==> src/rtl/rtc_presc_pkg.sv <==
package rtc_presc_pkg;

  typedef enum logic {
    CMD_IDLE = 1'b0,
    CMD_HELD = 1'b1
  } cmd_state_e;

  // Bit k of the result is set when bits k..0 of v are all ones.
  // A stage carries out (and pulses) exactly when this holds.
  function automatic logic [31:0] ones_prefix(logic [31:0] v);
    logic [31:0] r;
    r[0] = v[0];
    for (int k = 1; k < 32; k++) r[k] = r[k-1] & v[k];
    return r;
  endfunction

  // Any bus framing condition ends a pending divider hold.
  function automatic logic frame_edge(logic start_c, logic stop_c);
    return start_c | stop_c;
  endfunction

endpackage

==> src/rtl/rtc_rst_cmd.sv <==
module rtc_rst_cmd
  import rtc_presc_pkg::*;
#(
  parameter int unsigned ADDR_W  = 8,
  parameter int unsigned DATA_W  = 8,
  parameter logic [ADDR_W-1:0] CMD_ADDR = 8'h0F,
  parameter int unsigned CMD_BIT = 0
) (
  input  logic              clk,
  input  logic              rst_n,
  input  logic              wr_stb_i,
  input  logic [ADDR_W-1:0] wr_addr_i,
  input  logic [DATA_W-1:0] wr_data_i,
  input  logic              bus_start_i,
  input  logic              bus_stop_i,
  output logic              held_o,
  output logic              cmd_set_o,
  output logic              release_o
);

  cmd_state_e state_q, state_d;

  assign cmd_set_o = wr_stb_i && (wr_addr_i == CMD_ADDR) && wr_data_i[CMD_BIT];
  assign release_o = frame_edge(bus_start_i, bus_stop_i);

  always_comb begin
    state_d = state_q;
    if (cmd_set_o)
      state_d = CMD_HELD;
    else if (state_q == CMD_HELD && release_o)
      state_d = CMD_IDLE;
  end

  always_ff @(posedge clk or negedge rst_n) begin
    if (!rst_n) state_q <= CMD_IDLE;
    else        state_q <= state_d;
  end

  assign held_o = (state_q == CMD_HELD);

endmodule

==> src/rtl/rtc_div_chain.sv <==
module rtc_div_chain
  import rtc_presc_pkg::*;
#(
  parameter int unsigned DIV_BITS = 15
) (
  input  logic                clk,
  input  logic                rst_n,
  input  logic                tick_i,
  input  logic                hold_i,
  output logic [DIV_BITS-1:0] stage_o,
  output logic [DIV_BITS-1:0] tick_o
);

  logic [DIV_BITS-1:0] div_q, div_d;
  logic [DIV_BITS-1:0] tick_q, tick_d;
  logic [DIV_BITS-1:0] carry_w;

  assign carry_w = DIV_BITS'(ones_prefix(32'(div_q)));

  // Stage 0 is free running; stages above it are gated by the hold.
  for (genvar k = 0; k < DIV_BITS; k++) begin : g_stage
    if (k == 0) begin : g_free
      assign tick_d[k] = tick_i & carry_w[k];
    end else begin : g_gated
      assign tick_d[k] = tick_i & carry_w[k] & ~hold_i;
    end
  end

  always_comb begin
    div_d = div_q;
    if (tick_i) div_d = div_q + DIV_BITS'(1);
    if (hold_i) div_d[DIV_BITS-1:1] = '0;
  end

  always_ff @(posedge clk or negedge rst_n) begin
    if (!rst_n) begin
      div_q  <= '0;
      tick_q <= '0;
    end else begin
      div_q  <= div_d;
      tick_q <= tick_d;
    end
  end

  assign stage_o = div_q;
  assign tick_o  = tick_q;

endmodule

==> src/rtl/rtc_prescaler.sv <==
module rtc_prescaler
  import rtc_presc_pkg::*;
#(
  parameter int unsigned DIV_BITS = 15,
  parameter int unsigned ADDR_W   = 8,
  parameter int unsigned DATA_W   = 8,
  parameter logic [ADDR_W-1:0] CMD_ADDR = 8'h0F,
  parameter int unsigned CMD_BIT  = 0
) (
  input  logic                clk,
  input  logic                rst_n,
  input  logic                tick_32k_i,
  input  logic                wr_stb_i,
  input  logic [ADDR_W-1:0]   wr_addr_i,
  input  logic [DATA_W-1:0]   wr_data_i,
  input  logic                bus_start_i,
  input  logic                bus_stop_i,
  output logic                ph32_o,
  output logic [DIV_BITS-1:0] tick_div_o,
  output logic                tick_1hz_o,
  output logic                chain_held_o,
  output logic                rst_bit_rd_o
);

  localparam int unsigned TOP_STAGE = DIV_BITS - 1;

  logic                held_w, cmd_set_w, release_w;
  logic [DIV_BITS-1:0] stage_w, tick_w;

  rtc_rst_cmd #(
    .ADDR_W  (ADDR_W),
    .DATA_W  (DATA_W),
    .CMD_ADDR(CMD_ADDR),
    .CMD_BIT (CMD_BIT)
  ) u_cmd (
    .clk        (clk),
    .rst_n      (rst_n),
    .wr_stb_i   (wr_stb_i),
    .wr_addr_i  (wr_addr_i),
    .wr_data_i  (wr_data_i),
    .bus_start_i(bus_start_i),
    .bus_stop_i (bus_stop_i),
    .held_o     (held_w),
    .cmd_set_o  (cmd_set_w),
    .release_o  (release_w)
  );

  rtc_div_chain #(
    .DIV_BITS(DIV_BITS)
  ) u_chain (
    .clk    (clk),
    .rst_n  (rst_n),
    .tick_i (tick_32k_i),
    .hold_i (held_w),
    .stage_o(stage_w),
    .tick_o (tick_w)
  );

  assign ph32_o       = stage_w[0];
  assign tick_div_o   = tick_w;
  assign tick_1hz_o   = tick_w[TOP_STAGE];
  assign chain_held_o = held_w;
  assign rst_bit_rd_o = 1'b0;

endmodule

==> config.mk <==
export PLATFORM = sky130hd
export DESIGN_NAME = rtc_prescaler
export DESIGN_NICKNAME = d
export VERILOG_FILES = /design/src/rtl/rtc_presc_pkg.sv /design/src/rtl/rtc_rst_cmd.sv /design/src/rtl/rtc_div_chain.sv /design/src/rtl/rtc_prescaler.sv
export SDC_FILE = /design/constraint.sdc
export NUM_CORES = 1
export LEC_CHECK = 0
export BUFFER_PORTS_ARGS = -buffer_cell sky130_fd_sc_hd__buf_2
export CAP_MARGIN = 20
export CORE_MARGIN = 1.5
export CORE_UTILIZATION = 31
export CTS_BUF_LIST = sky130_fd_sc_hd__clkbuf_8
export DETAILED_ROUTE_END_ITERATION = 7
export SYNTH_ARGS = -nofsm -noshare
export SYNTH_HDL_FRONTEND = slang
export SYNTH_SLANG_ARGS = --single-unit
==> constraint.sdc <==
create_clock -name clk -period 2.1 [get_ports clk]
set_clock_uncertainty 0.1 [all_clocks]
set_input_delay 0.42 -clock clk [delete_from_list [all_inputs] [get_ports clk]]
set_output_delay 0.42 -clock clk [all_outputs]
set_load 0.02 [all_outputs]
# Word level (Yosys, flattened, before mapping)
# Index checks and enable logic that the tools add are counted.
[totals]
reg_bits = 31
in_bits = 22
out_inout_bits = 19
[classes]
addsub = 1
eq_ne = 1
mux = 4
bitwise_logic = 45
reduce_logical = 5
[ops]
columns = ["op", "n"]
rows = [
  ["1-bit bitwise AND", 43],
  ["15-bit by 1-bit adder with 15-bit output, second input constant", 1],
  ["15-bit two-way mux", 1],
  ["14-bit two-way mux", 1],
  ["8-bit by 4-bit equality test with 1-bit output, second input constant", 1],
  ["2-bit nonzero test", 2],
  ["1-bit logical AND", 3],
  ["1-bit two-way mux", 2],
  ["1-bit NOT", 1],
  ["1-bit bitwise OR", 1],
]

# Depth between registers and ports, before layout
# Gate-level depths: netlist of the first run.
[logic_depth]
word_depth = 16
mapped_depth = 6

# Cells and area by module
# A second synthesis of the first run with hierarchy kept.
[unflattened]
cells_unflattened = 121
hier_area_um2 = 1362.6
[by_module_without_submodules]
columns = ["mod", "instances", "cells_per_inst", "area_per_inst_um2", "seq_area_each_um2"]
rows = [
  ["rtc_div_chain", 1, 111, 1263.7, 750.7],
  ["rtc_rst_cmd", 1, 7, 80.1, 25.0],
  ["rtc_prescaler", 1, 3, 18.8, 0.0],
]

# Least setup slack after synthesis of the first run
# No wires, ideal clock.
[synth_timing]
kind = "reg2reg"
start = "register u_chain.div_q[0], in the netlist u_chain.stage_o[0]"
end = "register u_chain.tick_q[14], in the netlist u_chain.tick_o[14]"
setup_time_ps = 101
arrival_time_ps = 1605
path_slack_ps = 294
stages_incl_launch_ff = 7
n_path_buf = 1
synth_period_minus_slack_ps = 1806
cell_sequence = "dfrtp_1 -> ha_1 -> ha_1 -> nand3b_1 -> or2_1 -> buf_2 -> nor4_1"
[synth_via]
elab_chain_cells = 16
[synth_lines]
columns = ["element", "line_no", "text"]
rows = [
  ["start, declared", "rtc_div_chain.sv:14", "logic [DIV_BITS-1:0] div_q, div_d;"],
  ["start signal, assigned", "rtc_div_chain.sv:40", "div_q <= div_d;"],
  ["1-bit bitwise AND (14 in series)", "rtc_presc_pkg.sv:13", "for (int k = 1; k < 32; k++) r[k] = r[k-1] & v[k];"],
  ["1-bit bitwise AND (2 in series)", "rtc_div_chain.sv:25", "assign tick_d[k] = tick_i & carry_w[k] & ~hold_i;"],
  ["named net u_chain.tick_d[14]", "rtc_div_chain.sv:15", "logic [DIV_BITS-1:0] tick_q, tick_d;"],
  ["end signal, assigned", "rtc_div_chain.sv:41", "tick_q <= tick_d;"],
  ["end, declared", "rtc_div_chain.sv:15", ""],
]
# The timed path passes the listed nets, and every way through them passes these cells.
# A chain may end at the register's enable or synchronous reset.

# Worst setup path in the final report of the first run
# Same ends and word-level chain as after synthesis.

==> Implementation_results.wiki, run 1 <==
{| class="wikitable"
! Metric !! Value
|-
| Status || complete, no violations
|-
| Slew Limit Fails || 0
|-
| Mux share of post-synthesis cell area || 4.740%
|-
| Main combinational cell family by area after synthesis || simple AND/OR/NAND/NOR gates
|-
| Sort of element at the start of the critical path || flip-flop
|-
| Final weighted congestion of routability-driven global placement || 0.7418
|-
| Startpoint of the worst register-to-register path || u_chain.stage_o[0]$_DFFE_PN0P_
|-
| Synthesized area || 0.001373 mm2
|-
| Number of warning messages in the yosys log || 0
|-
| Buffers inserted during post-CTS setup optimization || 0
|-
| Net Count, Synth || 145
|-
| Simple-gate share of the synthesized area || 24.79%
|-
| Max stage delay cell, worst path || dfrtp_1
|-
| # clock sinks || 31
|-
| Nets@finish || 179
|-
| Number of buffers added by the clock tree synthesis step || 5
|-
| Total count of hold-check failures in the final report || 0
|-
| Remaining DRCs || 0
|-
| Clock latency at the later pin of the worst-skew pair || 290 ps
|-
| Number of global-route vias before repair || 1,047
|-
| Count of mapped cells out of synthesis || between 100 and 150
|-
| Series of cell instances along the critical path || ha_1, ha_1, nand3b_1, or2_1, nor4_1
|-
| Maximum capacitance violations || 0
|-
| Worst slew margin relative to its limit || 55.68%
|-
| Final period demand of the worst path || ~1900 ps
|-
| I/O pin cnt || 41
|-
| Compound-cell area share of the yosys netlist || 5.469%
|-
| HPWL after detailed placement || 1805 um
|-
| Wire length of the first global-routing pass || 4560 um
|-
| Unrepaired setup endpoints after global routing || no
|-
| Antenna violations before repair || 0
|-
| Antenna diode count || 0
|-
| Overall die height || between 60 and 70 um
|-
| Adder-cell share of the synthesized area || 1.823%
|-
| Standard-cell row count || 24
|-
| DRT Wirelength || between 2000 and 3000 um
|-
| Peak per-stage delay on the critical path || 420 ps
|-
| Fraction of final layout cells with drive strength greater than 1 || 30.77%
|-
| Die area || about 0.0048 mm2
|-
| Starting density of the core || 31.96%
|-
| Crit-path leading delay family || simple AND/OR/NAND/NOR gates
|-
| Maximum fanout along the worst path || 8
|-
| Post-DRT Antenna Nets || 0
|-
| Maximum number of pins on one net before global-route repair || 32
|-
| Signal arrival time at the worst endpoint || 1970 ps
|-
| Number of setup violations in the final report || 0
|-
| Pre-CTS setup slack || 236.0 ps
|-
| Detailed-routing iteration count for the pre-antenna-repair pass || 4
|-
| Yosys reg bits || 31
|-
| Register-to-register setup slack || 220 ps
|-
| TritonCTS clock tree || built
|-
| Port bufs || 32
|-
| Final global-route overflow total || 0
|-
| Setup_tns || 0 ps
|-
| Final period utilization || between 80% and 90%
|-
| Actual slew at the worst max-slew pin || 664.8 ps
|-
| Worst setup slack after layout || ~220 ps
|-
| Dominant cell type by count on the critical path || ha_1
|-
| Vias post-DR || 1,037
|-
| Share of the synthesized netlist area taken by xor and xnor gates || 1.914%
|-
| Placeable core region || 0.004294 mm2
|-
| WS Path Type || reg2reg
|-
| Buffers plus inverters on the worst setup path || 0
|-
| Routed length per instance || about 12 um
|-
| Count of different cell masters after synthesis || 32
|-
| Static leakage || approximately 0.83 nW
|-
| Root buffer cell || clkbuf_8
|-
| Max frequency || 532.8 MHz
|-
| Power density over the cells || 942.1 mW/mm2
|-
| Required time of the critical path || 2190 ps
|-
| Gr usage total || between 10% and 20%
|-
| P&R area growth vs syn || 21.42%
|-
| CTS resizes || 0
|-
| Terminus of the critical flop-to-flop path || u_chain.tick_o[14]$_DFF_PN0_
|-
| Depth of the most critical reg-to-reg path || 5
|-
| Commonest non-fill, non-tap cell in the layout || buf_2
|-
| Endpoint type of the worst setup path || flip-flop
|-
| Clock transition at path regs || 60 ps
|-
| Hold WC Path Type || in2async
|-
| H-tree Lvls || 2
|-
| Post-synthesis average cell area || 11.34 um2
|-
| Via density || 4.986
|-
| Cts-stage hold buffer count || 0
|-
| DIE WIDTH || 69.54 um
|-
| Commonest non-fill, non-tap cells in the layout || buf_2 (32), dfrtp_1 (31), nor2_1 (13)
|-
| Share of synthesized area occupied by flip-flops and latches || a little under three fifths
|-
| Max VDD drop || 0.2640 mV
|-
| Violation count after the first detailed-route iteration || 46
|-
| CTS max path bufs || 2
|}
==> cell type report <==
cell class | count | area [um2]
Inverter | 4 | 15.01
Clock buffer | 7 | 96.34
Fill cell | 427 | 2628
Sequential cell | 31 | 775.7
Tap cell | 52 | 65.06
Timing Repair Buffer | 34 | 175.2
Multi-Input combinational cell | 79 | 535.5
Clock inverter | 1 | 3.754
==> worst max-delay path by stage <==
stage                                         startpoint  cells after the start                           end
after floorplan           u_chain.stage_o[0]$_DFFE_PN0P_                      6  u_chain.tick_o[14]$_DFF_PN0_
after global placement    u_chain.stage_o[0]$_DFFE_PN0P_                      5  u_chain.tick_o[14]$_DFF_PN0_
after detailed placement  u_chain.stage_o[0]$_DFFE_PN0P_                      5  u_chain.tick_o[14]$_DFF_PN0_
after CTS                 u_chain.stage_o[0]$_DFFE_PN0P_                      5  u_chain.tick_o[14]$_DFF_PN0_
after global routing      u_chain.stage_o[0]$_DFFE_PN0P_                      5  u_chain.tick_o[14]$_DFF_PN0_
final                     u_chain.stage_o[0]$_DFFE_PN0P_                      5  u_chain.tick_o[14]$_DFF_PN0_
==> where the power goes <==
| group | leakage [nW] | internal [W] | total [W] | switching, W |
|---|---|---|---|---|
| registers | 0.420 | 0.000677 | 0.000765 | 0.0000880 |
| logic | 0.356 | 0.000114 | 0.000288 | 0.000175 |
| clock network | 0.0557 | 0.000294 | 0.000517 | 0.000223 |
==> layer usage <==
layer	up-vias	part of all wire, %	track usage [%]
met4	0	3.2	8.715
li1	495	-	-
met1	502	43	13.33
met5	-	0	0
met2	33	48	19.87
met3	7	6.2	3.634
==> state kept, by name, summed over array words and instances (netlist names) <==
signal           cells
u_chain.stage_o     15
u_chain.tick_o      15
u_cmd.held_o         1
==> worst reg2reg max path, stage by stage (launching register included) <==
cell      delay [ps]
dfrtp_1          420
ha_1             250
ha_1             170
nand3b_1         150
or2_1            380
nor4_1           300
==> per-stage QoR <==
step | total power, W | area [um2] | cells | hold WS, ps | util, %
2_1_floorplan | 0.0009624 | 1373 | 121 | 24.41 | -
6_report | 0.001570 | 1667 | 208 | 58.28 | 38.81
4_1_cts | 0.001588 | 1667 | 208 | 88.86 | 38.81
3_5_place_dp | 0.001064 | 1567 | 200 | 402.6 | 36.48
5_1_grt | 0.001655 | 1667 | 208 | 122.6 | 38.81
3_3_place_gp | 0.001044 | 1567 | 200 | 391.0 | 36.48
==> kinds of logic after synthesis <==
kind of cell	count (synthesis)
AO/OA/AOI/OAI	13
XOR/XNOR	3
adder cells (fa/ha/maj)	2
buffers and inverters	11
flip-flops	31
multiplexers	6
other	1
AND/OR/NAND/NOR	54
==> Yosys cell counts (all sizes together) <==
cell type	count	share of area, %
mux2i	2	1.5
xor2	3	1.9
and3	1	0.46
nand2	5	1.4
or4	4	2.2
nand3b	1	0.55
nor3	4	1.5
conb	1	0.27
nand3	5	2.6
nor2b	3	1.4
mux2	4	3.3
o21ai	3	1.1
or2	1	0.46
o31ai	4	2.2
dfrtp	31	57
buf	5	2.8
nand4	5	3.8
nor2	13	3.6
and3b	1	0.64
a21oi	6	2.2
inv	4	1.1
nor4	6	4.1
ha	2	1.8
and2	3	1.4
or3	2	0.91
clkbuf	2	0.55
No activity file was read; power rests on OpenSTA's default activity.
==> run 2: changes to the inputs <==
--- a/config.mk
+++ b/config.mk
@@ -11,6 +11,7 @@
 export CORE_UTILIZATION = 31
 export CTS_BUF_LIST = sky130_fd_sc_hd__clkbuf_8
 export DETAILED_ROUTE_END_ITERATION = 7
+export PLACE_DENSITY_LB_ADDON = 0.25
 export SYNTH_ARGS = -nofsm -noshare
 export SYNTH_HDL_FRONTEND = slang
 export SYNTH_SLANG_ARGS = --single-unit
==> Implementation_results.wiki, run 2 (synthesized netlist as in run 1, its figures left out) <==
{| class="wikitable"
! Metric !! Value
|-
| Status || complete, no violations (unchanged)
|-
| Worst slew margin relative to its limit || 54.80% (was 55.68%)
|-
| Finished Layout Cells || 206 (was 208)
|-
| I/O pin cnt || 41 (unchanged)
|-
| Max frequency || 543.1 MHz (was 532.8 MHz)
|-
| Unrepaired setup endpoints after global routing || no (unchanged)
|-
| Instance count after placement with tap cells included || 200 (unchanged)
|-
| Clock transition at path regs || 60 ps (about the same)
|-
| Cts-stage hold buffer count || 0 (unchanged)
|-
| Die area || 0.004836 mm2 (unchanged)
|-
| DIE WIDTH || 69.54 um (unchanged)
|-
| Power density over the cells || 888.4 mW/mm2 (was 942.1 mW/mm2)
|-
| Post-route design area || 0.001639 mm2 (was 0.001667 mm2)
|-
| Final weighted congestion of routability-driven global placement || 0.8297 (was 0.7418)
|-
| Port bufs || 32 (unchanged)
|-
| TritonCTS clock tree || built (unchanged)
|-
| Root buffer cell || clkbuf_8 (unchanged)
|-
| Antenna violations before repair || 0 (unchanged)
|-
| Detailed-routing iteration count for the pre-antenna-repair pass || 4 (unchanged)
|-
| # clock sinks || 31 (unchanged)
|-
| Hold WC Path Type || in2async (unchanged)
|-
| CTS max path bufs || 2 (unchanged)
|-
| Final global-route overflow total || 0 (unchanged)
|-
| DRT Wirelength || 2507 um (was 2562 um)
|-
| Endpoint type of the worst setup path || flip-flop (unchanged)
|-
| Vias post-DR || 1,007 (was 1,037)
|-
| Clock latency at the later pin of the worst-skew pair || 280 ps (was 290 ps)
|-
| Remaining DRCs || 0 (unchanged)
|-
| Buffers plus inverters on the worst setup path || 0 (unchanged)
|-
| Total count of hold-check failures in the final report || 0 (unchanged)
|-
| Number of buffers added by the clock tree synthesis step || 5 (unchanged)
|-
| Antenna diode count || 0 (unchanged)
|-
| Number of setup violations in the final report || 0 (unchanged)
|-
| H-tree Lvls || 2 (unchanged)
|-
| Violation count after the first detailed-route iteration || 47 (was 46)
|-
| Nets@finish || 179 (unchanged)
|-
| Final period utilization || 87.69% (was 89.37%)
|-
| CTS resizes || 0 (unchanged)
|-
| Gr usage total || 11.97% (was 12.14%)
|-
| HPWL after detailed placement || 1773 um (was 1805 um)
|-
| Number of global-route vias before repair || 965 (was 1,047)
|-
| Required time of the critical path || 2180 ps (was 2190 ps)
|-
| Signal arrival time at the worst endpoint || 1930 ps (was 1970 ps)
|-
| Post-DRT Antenna Nets || 0 (unchanged)
|-
| Peak per-stage delay on the critical path || 430 ps (was 420 ps)
|-
| Setup_tns || 0 ps (unchanged)
|-
| Dominant cell type by count on the critical path || ha_1 (unchanged)
|-
| Maximum capacitance violations || 0 (unchanged)
|-
| P&R area growth vs syn || 19.42% (was 21.42%)
|-
| Commonest non-fill, non-tap cell in the layout || buf_2 (unchanged)
|-
| Placeable core region || 0.004294 mm2 (unchanged)
|-
| Max stage delay cell, worst path || dfrtp_1 (unchanged)
|-
| Slew Limit Fails || 0 (unchanged)
|-
| Area after DPL || 0.001567 mm2 (unchanged)
|-
| Actual slew at the worst max-slew pin || 678.0 ps (was 664.8 ps)
|-
| Crit-path leading delay family || simple AND/OR/NAND/NOR gates (unchanged)
|-
| Fraction of final layout cells with drive strength greater than 1 || 29.87% (was 30.77%)
|-
| Sort of element at the start of the critical path || flip-flop (unchanged)
|-
| WS Path Type || reg2reg (unchanged)
|-
| Routed length per instance || 12.17 um (was 12.32 um)
|-
| Area used by sequential logic in the layout || 775.7 um2 (unchanged)
|-
| Commonest non-fill, non-tap cells in the layout || buf_2 (32), dfrtp_1 (31), nor2_1 (13) (unchanged)
|-
| Standard-cell row count || 24 (unchanged)
|-
| Fillers || 430 (was 427)
|-
| Static leakage || 0.8173 nW (was 0.8317 nW)
|-
| Maximum number of pins on one net before global-route repair || 32 (unchanged)
|-
| Buffers inserted during post-CTS setup optimization || 0 (unchanged)
|-
| Max VDD drop || 0.2067 mV (was 0.2640 mV)
|-
| Series of cell instances along the critical path || ha_1, ha_1, nand3b_1, or2_1, nor4_1 (unchanged)
|-
| Maximum fanout along the worst path || 8 (unchanged)
|-
| Multi-input logic area || 535.5 um2 (unchanged)
|-
| Overall die height || 69.54 um (unchanged)
|-
| Starting density of the core || 31.96% (unchanged)
|-
| Final period demand of the worst path || 1841 ps (was 1877 ps)
|-
| Wire length of the first global-routing pass || 4450 um (was 4560 um)
|-
| Final Util || 38.17% (was 38.81%)
|-
| Via density || 4.888 (was 4.986)
|}
==> run 2: cell count changes in the layout (fill, tap and decap cells not counted), sizes merged <==
cell	delta
clkbuf	-2
==> run 2: where the power goes <==
| part | internal, W | total [W] | switching [W] |
|---|---|---|---|
| Combinational | 0.000111 | 0.000279 | 0.000168 |
| Clock | 0.000215 | 0.000412 | 0.000197 |
| Sequential | 0.000678 | 0.000765 | 0.0000873 |
==> run 2: metal layers <==
metal / track usage, % / up-vias / share of wire [%]
met5: 0 / - / 0
met4: 7.190 / 0 / 2.4
met3: 4.506 / 6 / 5.9
met2: 18.70 / 41 / 50
met1: 13.94 / 469 / 42
li1: - / 491 / -
==> run 2: cell type report <==
| cell class | instances | area share [%] |
|---|---|---|
| repair buffers | 34 | 10.69 |
| flip-flops and latches | 31 | 47.33 |
| inverters | 4 | 0.9160 |
| multi-input cells | 79 | 32.67 |
| clock inverters | 1 | 0.2290 |
| well taps | 52 | 3.969 |
| clock buffers | 5 | 4.198 |
==> run 2: through the flow <==
step / hold slack, ps / total power [W] / worst slack, ps
2_1_floorplan: 24.41 / 0.0009624 / 293.8
3_3_place_gp: 392.0 / 0.001046 / 265.7
3_5_place_dp: 405.3 / 0.001065 / 243.3
4_1_cts: 95.65 / 0.001489 / 221.8
5_1_grt: 124.9 / 0.001568 / 114.5
6_report: 74.35 / 0.001456 / 258.6
==> run 2: worst paths after layout <==
kind,depth (start not counted),end,start,slack [ps]
min,1,u_chain.tick_o[4]$_DFF_PN0_,rst_n,70
max reg2reg,5,u_chain.tick_o[14]$_DFF_PN0_,u_chain.stage_o[0]$_DFFE_PN0P_,260
max,5,u_chain.tick_o[14]$_DFF_PN0_,u_chain.stage_o[0]$_DFFE_PN0P_,260
min reg2reg,2,u_chain.tick_o[14]$_DFF_PN0_,u_chain.stage_o[14]$_DFFE_PN0P_,430
min in group clk,3,u_cmd.held_o$_DFFE_PN0P_,wr_addr_i[0],310
max in group asynchronous,1,u_cmd.held_o$_DFFE_PN0P_,rst_n,1390
==> run 3: changes to the inputs <==
--- a/config.mk
+++ b/config.mk
@@ -11,6 +11,7 @@
 export CORE_UTILIZATION = 31
 export CTS_BUF_LIST = sky130_fd_sc_hd__clkbuf_8
 export DETAILED_ROUTE_END_ITERATION = 7
+export GPL_TIMING_DRIVEN = 0
 export PLACE_DENSITY_LB_ADDON = 0.25
 export SYNTH_ARGS = -nofsm -noshare
 export SYNTH_HDL_FRONTEND = slang
==> Implementation_results.wiki, run 3 (synthesized netlist as in run 1, its figures left out) <==
{| class="wikitable"
! Metric !! Value
|-
| Starting density of the core || 31.96% (unchanged)
|-
| Buffers plus inverters on the worst setup path || 1 (was 0)
|-
| # clock sinks || 31 (unchanged)
|-
| Maximum number of pins on one net before global-route repair || 32 (unchanged)
|-
| Area after DPL || 0.001593 mm2 (was 0.001567 mm2)
|-
| Endpoint type of the worst setup path || flip-flop (unchanged)
|-
| Max stage delay cell, worst path || dfrtp_1 (unchanged)
|-
| Buffers inserted during post-CTS setup optimization || 0 (unchanged)
|-
| Overall die height || 69.54 um (unchanged)
|-
| Final global-route overflow total || 0 (unchanged)
|-
| Post-DRT Antenna Nets || 0 (unchanged)
|-
| Port bufs || 31 (was 32)
|-
| Number of buffers added by the clock tree synthesis step || 5 (unchanged)
|-
| Post-route design area || 0.001693 mm2 (was 0.001639 mm2)
|-
| Crit-path leading delay family || simple AND/OR/NAND/NOR gates (unchanged)
|-
| Fraction of final layout cells with drive strength greater than 1 || 31.25% (was 29.87%)
|-
| Total count of hold-check failures in the final report || 0 (unchanged)
|-
| Violation count after the first detailed-route iteration || 68 (was 47)
|-
| Nets@finish || 183 (was 179)
|-
| Final period utilization || 88.63% (was 87.69%)
|-
| I/O pin cnt || 41 (unchanged)
|-
| Number of global-route vias before repair || 967 (was 965)
|-
| Die area || 0.004836 mm2 (unchanged)
|-
| Status || complete, no violations (unchanged)
|-
| Max VDD drop || 0.2386 mV (was 0.2067 mV)
|-
| Hold WC Path Type || in2async (unchanged)
|-
| HPWL after detailed placement || 1781 um (was 1773 um)
|-
| Max frequency || 537.3 MHz (was 543.1 MHz)
|-
| Dominant cell type by count on the critical path || ha_1 (unchanged)
|-
| Antenna violations before repair || 0 (unchanged)
|-
| Commonest non-fill, non-tap cell in the layout || buf_2 (unchanged)
|-
| Setup_tns || 0 ps (unchanged)
|-
| Antenna diode count || 0 (unchanged)
|-
| P&R area growth vs syn || 23.34% (was 19.42%)
|-
| Remaining DRCs || 0 (unchanged)
|-
| Root buffer cell || clkbuf_8 (unchanged)
|-
| Slew Limit Fails || 0 (unchanged)
|-
| Number of setup violations in the final report || 0 (unchanged)
|-
| Gr usage total || 11.91% (was 11.97%)
|-
| Power density over the cells || 921.2 mW/mm2 (was 888.4 mW/mm2)
|-
| Routed length per instance || 12.02 um (was 12.17 um)
|-
| Wire length of the first global-routing pass || 4443 um (was 4450 um)
|-
| Signal arrival time at the worst endpoint || 1940 ps (was 1930 ps)
|-
| CTS resizes || 0 (unchanged)
|-
| Maximum capacitance violations || 0 (unchanged)
|-
| Maximum fanout along the worst path || 8 (unchanged)
|-
| TritonCTS clock tree || built (unchanged)
|-
| Via density || 4.736 (was 4.888)
|-
| Static leakage || 0.8444 nW (was 0.8173 nW)
|-
| Actual slew at the worst max-slew pin || 674.0 ps (was 678.0 ps)
|-
| Commonest non-fill, non-tap cells in the layout || buf_2 (32), dfrtp_1 (31), nor2_1 (13) (unchanged)
|-
| Placeable core region || 0.004294 mm2 (unchanged)
|-
| Detailed-routing iteration count for the pre-antenna-repair pass || 4 (unchanged)
|-
| H-tree Lvls || 2 (unchanged)
|-
| Vias post-DR || 1,004 (was 1,007)
|-
| Clock latency at the later pin of the worst-skew pair || 280 ps (about the same)
|-
| WS Path Type || reg2reg (unchanged)
|-
| Peak per-stage delay on the critical path || 430 ps (about the same)
|-
| Clock transition at path regs || 60 ps (about the same)
|-
| Required time of the critical path || 2180 ps (about the same)
|-
| Final period demand of the worst path || 1861 ps (was 1841 ps)
|-
| Series of cell instances along the critical path || ha_1, ha_1, nand3b_1, or2_1, buf_2, nor4_1 (was ha_1, ha_1, nand3b_1, or2_1, nor4_1)
|-
| CTS max path bufs || 2 (unchanged)
|-
| DRT Wirelength || 2549 um (was 2507 um)
|-
| Cts-stage hold buffer count || 0 (unchanged)
|-
| Final weighted congestion of routability-driven global placement || 0.8160 (was 0.8297)
|-
| DIE WIDTH || 69.54 um (unchanged)
|-
| Sort of element at the start of the critical path || flip-flop (unchanged)
|-
| Standard-cell row count || 24 (unchanged)
|-
| Worst slew margin relative to its limit || 55.07% (was 54.80%)
|-
| Unrepaired setup endpoints after global routing || no (unchanged)
|}
## run 3: worst paths after layout
| path | startpoint | to | slack (ps) | depth (start not counted) |
|---|---|---|---|---|
| max | u_chain.stage_o[0]$_DFFE_PN0P_ | u_chain.tick_o[14]$_DFF_PN0_ | 240 | 6 |
| min | rst_n | u_chain.tick_o[4]$_DFF_PN0_ | 70 | 1 |
| max reg2reg | u_chain.stage_o[0]$_DFFE_PN0P_ | u_chain.tick_o[14]$_DFF_PN0_ | 240 | 6 |
| min reg2reg | u_chain.stage_o[14]$_DFFE_PN0P_ | u_chain.tick_o[14]$_DFF_PN0_ | 440 | 2 |
| max in group asynchronous | rst_n | u_chain.tick_o[11]$_DFF_PN0_ | 1390 | 1 |
| min in group clk | bus_start_i | u_cmd.held_o$_DFFE_PN0P_ | 300 | 4 |
## run 3: worst reg2reg max path, stage by stage (launching register included)
cell      delay, ps
dfrtp_1         430
ha_1            250
ha_1            160
nand3b_1        150
or2_1           250
buf_2           160
nor4_1          270
## run 3: through the flow
stage	worst slack (ps)	hold slack (ps)	util (%)	std cells	power (W)
finish	238.8	68.07	39.42	212	0.001559
global route	84.95	122.0	39.42	212	0.001656
CTS	251.2	87.94	39.42	212	0.001575
detailed placement	264.3	396.0	37.09	204	0.001060
global placement	237.3	395.4	37.09	204	0.001049
floorplan	293.8	24.41	-	121	0.0009624
## run 3: cell type report
type                    instances  area [um2]
plain buffers                   7       46.29
clock inverters                 1       3.754
well taps                      52       65.06
multi-input cells              79       535.5
clock buffers                   7       96.34
repair buffers                 31       155.1
flip-flops and latches         31       775.7
inverters                       4       15.01
fillers                       404        2601
## run 3: routing by layer
layer / track usage [%] / wire length [um] / vias to the layer above
li1: - / - / 502
met1: 14.89 / 1173 / 462
met2: 17.20 / 1143 / 34
met3: 4.797 / 159 / 6
met4: 7.190 / 73 / 0
met5: 0 / 0 / -
## run 3: report_power, final
part	total, W	switching [W]	internal (W)
Clock	0.000514	0.000220	0.000294
Combinational	0.000280	0.000167	0.000113
Sequential	0.000765	0.0000877	0.000677
Total	0.00156	0.000475	0.00108
